`config.mk`:
```
export PLATFORM = sky130hd
export DESIGN_NAME = aud_sport
export DESIGN_NICKNAME = d
export VERILOG_FILES = /design/src/rtl/aud_pkg.sv /design/src/rtl/aud_sync.sv /design/src/rtl/aud_fifo.sv /design/src/rtl/aud_serdes.sv /design/src/rtl/aud_sport.sv
export SDC_FILE = /design/constraint.sdc
export NUM_CORES = 1
export LEC_CHECK = 0
export BUFFER_PORTS_ARGS = -buffer_cell sky130_fd_sc_hd__buf_2
export CORE_MARGIN = 8
export CORE_UTILIZATION = 42
export DETAILED_ROUTE_END_ITERATION = 10
export PLACE_DENSITY_LB_ADDON = 0.12
export SETUP_SLACK_MARGIN = 0.05
export SYNTH_ARGS = -nofsm -noshare
export SYNTH_HDL_FRONTEND = slang
export SYNTH_HIERARCHICAL = 1
export SYNTH_SLANG_ARGS = --single-unit
export TNS_END_PERCENT = 50
```
`constraint.sdc`:
```
create_clock -name clk -period 3.95 [get_ports clk]
set_clock_uncertainty 0.15 [all_clocks]
set_input_delay 0.1975 -clock clk [delete_from_list [all_inputs] [get_ports clk]]
set_output_delay 0.1975 -clock clk [all_outputs]
set_load 0.01 [all_outputs]
```
`src/rtl/aud_pkg.sv`:
```
package aud_pkg;

  // fill level at or below a mark
  function automatic logic level_at_most(input int unsigned level, input int unsigned mark);
    return level <= mark;
  endfunction

  // fill level at or above a mark
  function automatic logic level_at_least(input int unsigned level, input int unsigned mark);
    return level >= mark;
  endfunction

  // circular pointer advance for any depth
  function automatic int unsigned wrap_next(input int unsigned ptr, input int unsigned depth);
    return (ptr + 1 >= depth) ? 0 : ptr + 1;
  endfunction

endpackage

```
`src/rtl/aud_sync.sv`:
```
module aud_sync #(
  parameter int W      = 1,
  parameter int STAGES = 2
) (
  input  logic         clk,
  input  logic         rst_n,
  input  logic [W-1:0] d,
  output logic [W-1:0] q
);
  logic [STAGES-1:0][W-1:0] stg;

  always_ff @(posedge clk or negedge rst_n) begin
    if (!rst_n) begin
      stg <= '0;
    end else begin
      stg[0] <= d;
      for (int i = 1; i < STAGES; i++) stg[i] <= stg[i-1];
    end
  end

  assign q = stg[STAGES-1];
endmodule

```
`src/rtl/aud_fifo.sv`:
```
module aud_fifo #(
  parameter int W     = 16,
  parameter int DEPTH = 8,
  localparam int AW   = (DEPTH > 1) ? $clog2(DEPTH) : 1,
  localparam int CW   = $clog2(DEPTH + 1)
) (
  input  logic          clk,
  input  logic          rst_n,
  input  logic          hold,
  input  logic          push,
  input  logic [W-1:0]  wdata,
  input  logic          pop,
  output logic [W-1:0]  rdata,
  output logic [CW-1:0] count,
  output logic          full,
  output logic          empty,
  output logic          push_ok,
  output logic          pop_ok
);
  logic [W-1:0]  mem [DEPTH];
  logic [AW-1:0] wr_ptr, rd_ptr;

  assign full    = (count == CW'(DEPTH));
  assign empty   = (count == '0);
  assign push_ok = push && !full && !hold;
  assign pop_ok  = pop && !empty && !hold;
  assign rdata   = mem[rd_ptr];

  always_ff @(posedge clk) begin
    if (push_ok) mem[wr_ptr] <= wdata;
  end

  always_ff @(posedge clk or negedge rst_n) begin
    if (!rst_n) begin
      wr_ptr <= '0;
      rd_ptr <= '0;
      count  <= '0;
    end else begin
      if (push_ok) wr_ptr <= AW'(aud_pkg::wrap_next(int'(wr_ptr), DEPTH));
      if (pop_ok)  rd_ptr <= AW'(aud_pkg::wrap_next(int'(rd_ptr), DEPTH));
      case ({push_ok, pop_ok})
        2'b10:   count <= count + 1'b1;
        2'b01:   count <= count - 1'b1;
        default: count <= count;
      endcase
    end
  end

  assert_count_bound_R6: assert property (@(posedge clk) disable iff (!rst_n)
    count <= CW'(DEPTH));

  assert_hold_keeps_level_R11: assert property (@(posedge clk) disable iff (!rst_n)
    hold |=> $stable(count));
endmodule

```
`src/rtl/aud_serdes.sv`:
```
module aud_serdes #(
  parameter int W   = 16,
  localparam int BW = $clog2(W)
) (
  input  logic         clk,
  input  logic         rst_n,
  input  logic         bclk_s,
  input  logic         fs_s,
  input  logic         sdi_s,
  input  logic         loopback,
  input  logic         tx_take,
  input  logic         tx_zero,
  input  logic [W-1:0] tx_word,
  output logic         sd_out,
  output logic         frame_start,
  output logic         word_done,
  output logic [W-1:0] rx_word
);
  logic          bclk_q, fs_at_rise;
  logic          rise_ev, fall_ev;
  logic [W-1:0]  tx_sh, rx_sh;
  logic [BW-1:0] rx_cnt;
  logic          rx_act, rx_bit, last_bit;

  assign rise_ev     = bclk_s && !bclk_q;
  assign fall_ev     = !bclk_s && bclk_q;
  assign frame_start = rise_ev && fs_s && !fs_at_rise;
  assign sd_out      = tx_sh[W-1];
  assign rx_bit      = loopback ? tx_sh[W-1] : sdi_s;
  assign last_bit    = fall_ev && rx_act && (rx_cnt == BW'(W-1));
  assign rx_word     = rx_sh;

  always_ff @(posedge clk or negedge rst_n) begin
    if (!rst_n) begin
      bclk_q     <= 1'b0;
      fs_at_rise <= 1'b0;
    end else begin
      bclk_q <= bclk_s;
      if (rise_ev) fs_at_rise <= fs_s;
    end
  end

  // transmit: load at frame start, otherwise shift on each rising edge
  always_ff @(posedge clk or negedge rst_n) begin
    if (!rst_n)       tx_sh <= '0;
    else if (tx_take) tx_sh <= tx_word;
    else if (tx_zero) tx_sh <= '0;
    else if (rise_ev) tx_sh <= {tx_sh[W-2:0], 1'b0};
  end

  // receive: 16 falling edges after the frame start
  always_ff @(posedge clk or negedge rst_n) begin
    if (!rst_n) begin
      rx_sh     <= '0;
      rx_cnt    <= '0;
      rx_act    <= 1'b0;
      word_done <= 1'b0;
    end else begin
      word_done <= last_bit;
      if (frame_start) begin
        rx_act <= 1'b1;
        rx_cnt <= '0;
      end else if (fall_ev && rx_act) begin
        rx_sh  <= {rx_sh[W-2:0], rx_bit};
        rx_cnt <= rx_cnt + 1'b1;
        if (last_bit) rx_act <= 1'b0;
      end
    end
  end

  assert_msb_first_R2: assert property (@(posedge clk) disable iff (!rst_n)
    tx_take |=> (sd_out == $past(tx_word[W-1])));

  assert_done_after_last_R3: assert property (@(posedge clk) disable iff (!rst_n)
    $rose(word_done) |-> !rx_act);
endmodule

```
`src/rtl/aud_sport.sv`:
```
module aud_sport #(
  parameter int WORD_W      = 16,
  parameter int FIFO_DEPTH  = 8,
  parameter int AE_MARK     = 2,
  parameter int AF_MARK     = 6,
  parameter int SYNC_STAGES = 2
) (
  input  logic              clk,
  input  logic              rst_n,
  input  logic              bclk,
  input  logic              fsync,
  input  logic              sd_in,
  output logic              sd_out,
  input  logic              loopback,
  input  logic              freeze,
  input  logic              tx_wr,
  input  logic [WORD_W-1:0] tx_wdata,
  input  logic              rx_rd,
  output logic [WORD_W-1:0] rx_rdata,
  input  logic              clr_sticky,
  output logic              tx_full,
  output logic              tx_empty,
  output logic              tx_almost_empty,
  output logic              tx_underrun,
  output logic              rx_full,
  output logic              rx_empty,
  output logic              rx_almost_full,
  output logic              rx_overrun
);
  localparam int CW = $clog2(FIFO_DEPTH + 1);

  logic [2:0]        pins_s;
  logic              frz_s;
  logic              frame_start, word_done;
  logic              tx_take, tx_zero;
  logic [WORD_W-1:0] tx_head, rx_word;
  logic [CW-1:0]     tx_cnt, rx_cnt;
  logic              tx_push_ok, tx_pop_ok, rx_push_ok, rx_pop_ok;

  aud_sync #(.W(3), .STAGES(SYNC_STAGES)) u_pin_sync (
    .clk(clk), .rst_n(rst_n), .d({bclk, fsync, sd_in}), .q(pins_s));

  aud_sync #(.W(1), .STAGES(SYNC_STAGES)) u_frz_sync (
    .clk(clk), .rst_n(rst_n), .d(freeze), .q(frz_s));

  assign tx_take = frame_start && !frz_s && !tx_empty;
  assign tx_zero = frame_start && !frz_s && tx_empty;

  aud_fifo #(.W(WORD_W), .DEPTH(FIFO_DEPTH)) u_tx_fifo (
    .clk(clk), .rst_n(rst_n), .hold(frz_s),
    .push(tx_wr), .wdata(tx_wdata), .pop(tx_take),
    .rdata(tx_head), .count(tx_cnt), .full(tx_full), .empty(tx_empty),
    .push_ok(tx_push_ok), .pop_ok(tx_pop_ok));

  aud_fifo #(.W(WORD_W), .DEPTH(FIFO_DEPTH)) u_rx_fifo (
    .clk(clk), .rst_n(rst_n), .hold(frz_s),
    .push(word_done), .wdata(rx_word), .pop(rx_rd),
    .rdata(rx_rdata), .count(rx_cnt), .full(rx_full), .empty(rx_empty),
    .push_ok(rx_push_ok), .pop_ok(rx_pop_ok));

  aud_serdes #(.W(WORD_W)) u_serdes (
    .clk(clk), .rst_n(rst_n),
    .bclk_s(pins_s[2]), .fs_s(pins_s[1]), .sdi_s(pins_s[0]),
    .loopback(loopback), .tx_take(tx_take), .tx_zero(tx_zero), .tx_word(tx_head),
    .sd_out(sd_out), .frame_start(frame_start), .word_done(word_done), .rx_word(rx_word));

  assign tx_almost_empty = aud_pkg::level_at_most(int'(tx_cnt), AE_MARK);
  assign rx_almost_full  = aud_pkg::level_at_least(int'(rx_cnt), AF_MARK);

  always_ff @(posedge clk or negedge rst_n) begin
    if (!rst_n) begin
      tx_underrun <= 1'b0;
      rx_overrun  <= 1'b0;
    end else if (!frz_s) begin
      if (tx_zero)                   tx_underrun <= 1'b1;
      else if (clr_sticky)           tx_underrun <= 1'b0;
      if (word_done && rx_full)      rx_overrun  <= 1'b1;
      else if (clr_sticky)           rx_overrun  <= 1'b0;
    end
  end

  assert_underrun_at_start_R4: assert property (@(posedge clk) disable iff (!rst_n)
    $rose(tx_underrun) |-> $past(frame_start));

  assert_overrun_when_full_R5: assert property (@(posedge clk) disable iff (!rst_n)
    $rose(rx_overrun) |-> $past(word_done && rx_full));

  assert_frozen_rx_drop_R9: assert property (@(posedge clk) disable iff (!rst_n)
    (word_done && frz_s) |-> !rx_push_ok);

  assert_frozen_no_pop_R10: assert property (@(posedge clk) disable iff (!rst_n)
    frz_s |-> !tx_pop_ok);

  assert_sticky_frozen_R11: assert property (@(posedge clk) disable iff (!rst_n)
    $past(frz_s) |-> ($stable(tx_underrun) && $stable(rx_overrun)));
endmodule

```
==> results.cfg, run 1 <==
[sta]
finalMaxSlewViolations = 0
holdWs_ns = 0.0845
slew_headroom_pct = 27.3
finalHoldViolations = 0
worstMarginPinSlew_ns = 1.09
rsz0062_at_grt = false
max_freq_ghz = 0.303
finalSetupViolCount = 0
min_period_ns = 3.30
finalCritPeriodShare_pct = 83.5
finalSetupTns_ns = 0

[power]
clkPwrFrac_pct = 32.5
p_sw_mw = 2.73
sw_frac_of_total_pct = 27.5
pwr-share-seq_pct = 47.5
total_power_mw = 9.94
comb_power_share_pct = 20.1
peakVddDrop_mv = 0.352
intPower_mw = 7.20
power_leakage_nw = 5.43
p_per_area_nw_per_um2 = 648

[clock_tree]
htree_levels = 2
cts_buffer_depth = 3
insertion_delay_ns = 0.52
cts.clk_slew.worst_paths_ns = 0.06
cts_root_buffer = clkbuf_16
cts_sinks = 326
cts_buffers = 35
cts_tree = built

[critical_path]
worst-path-max-fanout = 9
r2r-end = u_tx_fifo/count[3]$_DFFE_PN0P_
arrival_ns = 3.52
critPathMaxStageDelay_ns = 0.64
cp-end-kind = flip-flop
required_ns = 4.17
worstReg2RegStart = u_serdes/bclk_q$_DFF_PN0_
setup.worst_path.start_class = flip-flop
worstPathCellList = nand4bb_1 > inv_1 > nor3b_2 > nand2b_1 > nor2_2 > ha_1 > ha_1 > or4b_2 > o311ai_0 > o211ai_1
crit_buf_inv = 1
worst-r2r-setup-slack_ns = 0.65
critPathTopFamily = simple AND/OR/NAND/NOR gates
criticalPathCategory = reg -> reg
cpMostUsedCell = ha_1
cp_slowest_cell = or4b_2
reg2reg_depth = 10

[logic_synthesis]
synth_top_area_share_pct = 58.2
synthArstFlopShare_pct = 21.5
syn_inst = 715
synth_fp_nets = 754
synth_area_um2 = 13200
avgSynthCellArea_um2 = 18.5
ys_ff_latch = 326
yosys_warnings = 6
post_synth_num_cell_types = 59
netlist.top_cell.by_area = edfxtp_1
synth_area_leaders = edfxtp_1 58%, dfrtp_1 13%, mux4_2 9.6%
synth_edf_count = 256
synth-main-ff-cell = edfxtp_1
ys_seq_area_share_pct = 71.5

[min_path]
hp-class = in -> reg
hp-start = tx_wr
min_to = u_tx_fifo/wr_ptr[2]$_DFFE_PN0P_
hold_depth = 4

[layout]
final_common_cell = edfxtp_1
diodes = 0
nFillCells = 2662
final_util_pct = 49.1
stdcell_count = 1236
area_growth_pct = 16.2
drive_above_1_share_pct = 30.3
final_net_count = 846
layout_common_cells = 256 x edfxtp_1, 67 x dfrtp_1, 56 x nand2_1, 56 x mux4_2, 49 x buf_2

[floorplan]
die-area_um2 = 37400
die_w_um = 193
start_util_pct = 42.3
io_pins = 51
coreArea_um2 = 31200
rows = 65
die_y_um = 193

[grt]
grt_pass1_wl_um = 41100
grt_usage_pct = 14.1
grt_pass1_vias = 7125
grt_antenna_before_repair = 0
grt_overflow = 0
grt_max_degree = 71

[route]
vias = 6593
drc_errors = 0
routed_via_density = 5.33
ant_nets = 0
totalWireLength_um = 26100
post_drt_wl_per_cell_um = 21.1
first_pass_iters = 4
drtIter0Drc = 437

[run_status]
status = complete, no violations

[place]
hpwl_um = 15300
io_buffers = 50
place_inst = 1148
routabilityCongestion = 0.694

[job]
max-cap-violations = 0
power by group through the flow:
stage,combinational [mW],sequential [mW],clock [mW]
finish,1.99,4.72,3.23
global placement,1.97,4.76,0
detailed placement,2.01,4.81,0
floorplan,1.74,4.45,0
global route,2.19,4.80,3.43
CTS,2.05,4.74,3.31
layer usage:
layer	global-route usage, %	part of all wire, %	vias up
met5	0	0	-
met4	5.07	2.9	0
met3	2.40	3.5	51
met2	26.2	54	100
met1	16.2	40	3413
li1	-	-	3029
worst reg2reg max path: cells and delay by family (launching register included):
kind	cells	cell delay [ns]
AND/OR/NAND/NOR	5	1.45
flip-flops	1	0.42
buffers and inverters	1	0.14
AO/OA/AOI/OAI	2	0.32
adder cells (fa/ha/maj)	2	0.67
sequential cells by signal, indices dropped and copies added, names as in the netlist, 3 cells and up:
name              count
u_serdes/tx_sh       16
u_rx_fifo/count       4
u_rx_fifo/wr_ptr      3
u_serdes/rx_cnt       4
u_rx_fifo/rd_ptr      3
u_rx_fifo/mem       128
u_serdes/rx_word     16
u_tx_fifo/count       4
u_tx_fifo/wr_ptr      3
u_tx_fifo/mem       128
u_tx_fifo/rd_ptr      3
u_pin_sync/stg        3
u_pin_sync/q          3
layout make-up:
| type | count | area (um^2) | area share [%] |
|---|---|---|---|
| Clock buffer | 48 | 976 | 6.36 |
| Tap cell | 402 | 503 | 3.28 |
| Inverter | 17 | 68.8 | 0.449 |
| Timing Repair Buffer | 95 | 663 | 4.32 |
| Clock inverter | 16 | 171 | 1.12 |
| Sequential cell | 326 | 9440 | 61.6 |
| Multi-Input combinational cell | 332 | 3510 | 22.9 |
stage by stage:
| step | cell area [um^2] | setup WS (ns) |
|---|---|---|
| after floorplan | 13200 | 0.424 |
| after global placement | 14000 | 0.870 |
| after detailed placement | 14000 | 0.667 |
| after CTS | 15300 | 0.661 |
| after global routing | 15300 | 0.422 |
| final | 15300 | 0.651 |
what timing repair did:
item / in CTS / in global routing
endpoints found under the setup margin: 0 / 0
buffers inserted: 0 / 0
hold buffers: 24 / 0
endpoints found under the hold margin: 207 / 0
resized for setup: 0 / 0
cells in the mapped netlist, types with 5 or more instances:
cell type / n
a21oi_1: 7
a22oi_1: 14
a31oi_1: 6
buf_1: 5
buf_2: 10
buf_6: 6
clkbuf_1: 10
dfrtp_1: 70
edfxtp_1: 256
ha_1: 11
inv_1: 15
mux2_2: 35
mux4_1: 8
mux4_2: 56
nand2_1: 56
nand2b_1: 9
nand3_1: 27
nor2_1: 9
nor3_1: 8
nor3b_1: 8
o21ai_0: 11
o21ai_2: 10
o31ai_1: 5
xor2_1: 5
cells by family (layout without fill, tap and decap cells):
family,count (synthesis),after routing,share of synthesized area [%]
mux,104,104,14.6
xor+xnor,9,9,0.597
fa+ha+maj,13,13,1.35
buf+inv,57,176,2.67
flops,326,326,71.5
compound gates,68,68,3.66
simple gates,138,138,5.61
worst max-delay path by stage:
stage | start | cells after the start | slack [ns] | endpoint
detailed placement | u_pin_sync/q[2]$_DFF_PN0_ | 10 | 0.67 | u_tx_fifo/count[3]$_DFFE_PN0P_
CTS | u_serdes/bclk_q$_DFF_PN0_ | 10 | 0.66 | u_tx_fifo/count[3]$_DFFE_PN0P_
finish | u_serdes/bclk_q$_DFF_PN0_ | 10 | 0.65 | u_tx_fifo/count[3]$_DFFE_PN0P_
floorplan | u_tx_fifo/count[0]$_DFFE_PN0P_ | 9 | 0.42 | u_tx_fifo/count[3]$_DFFE_PN0P_
global route | u_serdes/bclk_q$_DFF_PN0_ | 10 | 0.42 | u_tx_fifo/count[3]$_DFFE_PN0P_
global placement | u_serdes/bclk_q$_DFF_PN0_ | 10 | 0.87 | u_tx_fifo/count[3]$_DFFE_PN0P_
(Power assumes the default switching activity.)
==> run 2: changes to the inputs <==
==> constraint.sdc (replaced) <==
create_clock -name clk -period 3.04 [get_ports clk]
set_clock_uncertainty 0.15 [all_clocks]
set_input_delay 0.152 -clock clk [delete_from_list [all_inputs] [get_ports clk]]
set_output_delay 0.152 -clock clk [all_outputs]
set_load 0.01 [all_outputs]
==> run 2 against run 1 <==
  * Clock-buffer cell count fell by 1
  * Core utilization up 0.48 points
  * Maximum frequency grew 13%
  * Via count rose by 1.1%
  * Sequential share of layout area shrank 0.60 points
  * Largest power group unchanged
==> results.cfg, run 2 (same netlist as run 1, synthesis figures left out) <==
[layout]
final_net_count = 863
area_growth_pct = 17.3
drive_above_1_share_pct = 32.3
nFillCells = 2631
diodes = 0
layout_common_cells = 256 x edfxtp_1, 68 x dfrtp_1, 56 x nand2_1, 56 x mux4_2, 49 x buf_2
top_regs = u_rx_fifo/mem (128), u_tx_fifo/mem (128)
final_common_cell = edfxtp_1
fin_area_um2 = 15500

[clock_tree]
cts_sinks = 326
cts.clk_slew.worst_paths_ns = 0.06
cts_root_buffer = clkbuf_16
insertion_delay_ns = 0.51
cts_buffer_depth = 3
htree_levels = 2
cts_tree = built
cts_buffers = 36

[route]
first_pass_iters = 4
ant_nets = 0
drtIter0Drc = 262
drc_errors = 0
totalWireLength_um = 26700
routed_via_density = 5.32
vias = 6665
post_drt_wl_per_cell_um = 21.3

[sta]
finalMaxSlewViolations = 0
finalHoldViolations = 0
slew_headroom_pct = 26.5
holdWs_ns = 0.0546
finalSetupViolCount = 0
max_freq_ghz = 0.344
min_period_ns = 2.91
finalCritPeriodShare_pct = 95.8
rsz0062_at_grt = true
finalSetupTns_ns = 0
worstMarginPinSlew_ns = 1.10

[min_path]
hp-class = in -> reg

[grt]
grt_max_degree = 71
grt_pass1_wl_um = 42100
grt_antenna_before_repair = 0
grt_overflow = 0
grt_usage_pct = 14.4
grt_pass1_vias = 7198

[job]
max-cap-violations = 0

[critical_path]
criticalPathCategory = reg -> reg
worst-path-max-fanout = 5
setup.worst_path.start_class = flip-flop
cp_slowest_cell = or4b_2
critPathMaxStageDelay_ns = 0.64
arrival_ns = 3.13
required_ns = 3.26
worstPathCellList = nand4bb_4 > inv_2 > nor3b_4 > nand2b_1 > nor2_2 > ha_2 > ha_1 > or4b_2 > o311ai_0 > o211ai_1
cp-end-kind = flip-flop

[floorplan]
coreArea_um2 = 31200
die-area_um2 = 37400
die_w_um = 193
start_util_pct = 42.3
io_pins = 51
die_y_um = 193
rows = 65

[power]
p_per_area_nw_per_um2 = 846
power_leakage_nw = 5.52
total_power_mw = 13.1
peakVddDrop_mv = 0.513

[place]
routabilityCongestion = 0.775
placed_area_um2 = 14000
io_buffers = 50
hpwl_um = 15400

[run_status]
status = complete, no violations
## run 2: changes by cell type in the layout (fill, tap and decap cells not counted), sizes merged
cell,delta
buf,+16
clkbuf,-1
inv,+2
## run 2: path summary, 6_finish.rpt
check / start / endpoint / slack, ns / cells past startpoint
max in group asynchronous: rst_n / u_tx_fifo/rd_ptr[0]$_DFFE_PN0P_ / 1.88 / 2
hold / removal: tx_wr / u_tx_fifo/wr_ptr[0]$_DFFE_PN0P_ / 0.05 / 4
hold reg to reg: u_frz_sync/stg[0]$_DFF_PN0_ / u_frz_sync/q$_DFF_PN0_ / 0.20 / 0
min in group asynchronous: rst_n / u_rx_fifo/rd_ptr[2]$_DFFE_PN0P_ / 0.18 / 2
setup / recovery: u_serdes/bclk_q$_DFF_PN0_ / u_tx_fifo/count[3]$_DFFE_PN0P_ / 0.13 / 10
setup reg to reg: u_serdes/bclk_q$_DFF_PN0_ / u_tx_fifo/count[3]$_DFFE_PN0P_ / 0.13 / 10
## run 2: layer usage
| layer | share of wire [%] | GRT usage [%] | vias to the layer above |
|---|---|---|---|
| met5 | 0 | 0 | - |
| met3 | 3.2 | 2.55 | 48 |
| met1 | 41 | 17.2 | 3463 |
| met4 | 2.4 | 4.53 | 0 |
| met2 | 53 | 25.9 | 100 |
| li1 | - | - | 3054 |
## run 2: metrics by stage
| stage | worst slack [ns] | utilization, % | cells |
|---|---|---|---|
| global route | 0.00635 | 49.6 | 1253 |
| CTS | 0.0933 | 49.4 | 1249 |
| finish | 0.129 | 49.6 | 1253 |
| floorplan | 0.0595 | - | 715 |
| global placement | 0.195 | 44.9 | 1160 |
| detailed placement | 0.120 | 44.9 | 1160 |
## run 2: power by group
| part | internal, mW | total (mW) | leakage [nW] | switching (mW) |
|---|---|---|---|---|
| Sequential | 5.40 | 5.98 | 3.22 | 0.574 |
| Combinational | 1.50 | 2.86 | 1.73 | 1.36 |
| Clock | 2.57 | 4.27 | 0.573 | 1.70 |
| Total | 9.48 | 13.1 | 5.52 | 3.63 |
## run 2: repair_timing
action | 4_1_cts | 5_1_grt
buffers inserted | 0 | 4
setup endpoints to repair | 0 | 4
hold buffers | 24 | 0
hold endpoints to repair | 207 | 0
gates resized for setup | 0 | 5
## run 2: cell type report
class	count	area (um^2)	area share, %
clock inverters	18	179	1.16
clock buffers	47	993	6.41
multi-input cells	332	3510	22.6
well taps	402	503	3.25
inverters	17	68.8	0.444
flip-flops and latches	326	9440	61.0
repair buffers	111	796	5.14
## run 2: worst max-delay path: cells and delay by family (launching register included)
family,cells,cell delay (ns)
buffers and inverters,1,0.08
flip-flops,1,0.43
adder cells (fa/ha/maj),2,0.49
AO/OA/AOI/OAI,2,0.28
AND/OR/NAND/NOR,5,1.35
==> run 3: changes to the inputs <==
--- a/config.mk
+++ b/config.mk
@@ -10,6 +10,7 @@
 export CORE_UTILIZATION = 42
 export DETAILED_ROUTE_END_ITERATION = 10
 export PLACE_DENSITY_LB_ADDON = 0.12
+export RECOVER_POWER = 25
 export SETUP_SLACK_MARGIN = 0.05
 export SYNTH_ARGS = -nofsm -noshare
 export SYNTH_HDL_FRONTEND = slang
==> run 3 against run 2 <==
  * Sequential share of layout area up 0.10 points
  * Hold slack about the same
  * Sequential cell count unchanged
  * Register-to-register slack about the same
  * Core utilization down 0.084 points
  * First-iteration DRC count up 6.5%
  * Power about the same
  * Maximum frequency down 0.18%
  * Cell count unchanged
  * Worst setup slack worse by 0.0051 ns
  * Clock-buffer cell count unchanged
  * Via count about the same
==> results.cfg, run 3 (same netlist as run 1, synthesis figures left out) <==
[power]
intPower_mw = 9.47
pwr-share-seq_pct = 45.6
p_per_area_nw_per_um2 = 847
sw_frac_of_total_pct = 27.7
p_sw_mw = 3.63
power_leakage_nw = 5.47
peakVddDrop_mv = 0.512
comb_power_share_pct = 21.8
clkPwrFrac_pct = 32.6

[sta]
finalMaxSlewViolations = 0
min_period_ns = 2.92
worstMarginPinSlew_ns = 1.10
finalSetupTns_ns = 0
rsz0062_at_grt = true
finalHoldViolations = 0
max_freq_ghz = 0.343
finalSetupViolCount = 0
finalCritPeriodShare_pct = 95.9
slew_headroom_pct = 26.8

[grt]
grt_pass1_wl_um = 42100
grt_overflow = 0
grt_max_degree = 71
grt_usage_pct = 14.4
grt_antenna_before_repair = 0
grt_pass1_vias = 7198

[floorplan]
io_pins = 51
rows = 65
coreArea_um2 = 31200
die-area_um2 = 37400
start_util_pct = 42.3
die_w_um = 193
die_y_um = 193

[place]
placed_area_um2 = 14000
io_buffers = 50
routabilityCongestion = 0.775
hpwl_um = 15400

[route]
totalWireLength_um = 26700
drc_errors = 0
ant_nets = 0
vias = 6668
first_pass_iters = 4
post_drt_wl_per_cell_um = 21.3
drtIter0Drc = 279
routed_via_density = 5.32

[clock_tree]
cts_sinks = 326
cts.clk_slew.worst_paths_ns = 0.06
cts_buffer_depth = 3
htree_levels = 2
insertion_delay_ns = 0.51
cts_buffers = 36
cts_tree = built
cts_root_buffer = clkbuf_16

[layout]
top_regs = u_rx_fifo/mem (128), u_tx_fifo/mem (128)
final_common_cell = edfxtp_1
fin_area_um2 = 15500
diodes = 0
drive_above_1_share_pct = 30.1
layout_common_cells = 256 x edfxtp_1, 68 x dfrtp_1, 56 x nand2_1, 56 x mux4_2, 37 x clkbuf_16
area_growth_pct = 17.2
final_net_count = 863

[critical_path]
arrival_ns = 3.13
worstReg2RegStart = u_serdes/bclk_q$_DFF_PN0_
cp-end-kind = flip-flop
cp_slowest_cell = or4b_2
required_ns = 3.26
worst-path-max-fanout = 5
startpoint = u_serdes/bclk_q$_DFF_PN0_
setup.worst_path.start_class = flip-flop
criticalPathCategory = reg -> reg
critPathMaxStageDelay_ns = 0.64
worstPathCellList = nand4bb_4 > inv_2 > nor3b_4 > nand2b_1 > nor2_2 > ha_2 > ha_1 > or4b_2 > o311ai_0 > o211ai_1

[run_status]
status = complete, no violations

[min_path]
hp-class = in -> reg
hp-start = tx_wr

[job]
max-cap-violations = 0
run 3: cell count changes in the layout (fill, tap and decap cells not counted):
cell,previous run,this run
clkbuf_1,7,26
buf_2,49,31
buf_4,36,35
run 3: per-layer routing:
metal | global-route usage, % | part of all wire, % | wire length (um) | vias to the layer above
li1 | - | - | - | 3053
met1 | 17.2 | 41 | 10900 | 3459
met2 | 25.9 | 53 | 14200 | 108
met3 | 2.55 | 3.5 | 932 | 48
met4 | 4.53 | 2.4 | 638 | 0
met5 | 0 | 0 | 0 | -
run 3: path summary, 6_finish.rpt:
check	end	slack [ns]	depth (start not counted)
worst max-delay path	u_tx_fifo/count[3]$_DFFE_PN0P_	0.12	10
worst min-delay path	u_tx_fifo/wr_ptr[0]$_DFFE_PN0P_	0.05	4
worst max register to register	u_tx_fifo/count[3]$_DFFE_PN0P_	0.12	10
worst min register to register	u_frz_sync/q$_DFF_PN0_	0.20	0
max in group asynchronous	u_tx_fifo/rd_ptr[0]$_DFFE_PN0P_	1.88	2
min in group asynchronous	u_rx_fifo/rd_ptr[2]$_DFFE_PN0P_	0.18	2
run 3: repair_timing:
| item | 4_1_cts | 5_1_grt |
|---|---|---|
| hold buffers | 24 | 0 |
| setup buffers | 0 | 4 |
| hold endpoints to repair | 207 | 0 |
| gates resized for setup | 0 | 5 |
| endpoints found under the setup margin | 0 | 4 |
run 3: metrics by stage:
| step | setup slack (ns) | util, % | hold slack (ns) | power [mW] | std cells |
|---|---|---|---|---|---|
| finish | 0.124 | 49.5 | 0.0542 | 13.1 | 1253 |
| global route | 0.00635 | 49.5 | 0.0877 | 13.8 | 1253 |
| CTS | 0.0933 | 49.4 | 0.0371 | 13.3 | 1249 |
| detailed placement | 0.120 | 44.9 | 0.112 | 8.96 | 1160 |
| global placement | 0.195 | 44.9 | 0.113 | 8.85 | 1160 |
| floorplan | 0.0595 | - | -0.294 | 8.06 | 715 |
run 3: critical path, delay by kind of cell, from the launching register on:
kind | cells | cell delay (ns)
fa+ha+maj | 2 | 0.48
simple gates | 5 | 1.36
flops | 1 | 0.43
compound gates | 2 | 0.28
buf+inv | 1 | 0.09
run 3: layout make-up:
cell class / count / area [um^2]
fillers: 2633 / 15800
flip-flops and latches: 326 / 9440
multi-input cells: 332 / 3510
clock buffers: 47 / 993
repair buffers: 111 / 769
well taps: 402 / 503
clock inverters: 18 / 179
inverters: 17 / 68.8
run 3: power groups by stage:
stage          clock network, mW  logic, mW  registers, mW
6_report                    4.27       2.85           5.98
5_1_grt                     4.56       3.14           6.07
4_1_cts                     4.39       2.93           5.99
3_5_place_dp                   0       2.89           6.08
3_3_place_gp                   0       2.83           6.02
2_1_floorplan                  0       2.27           5.79
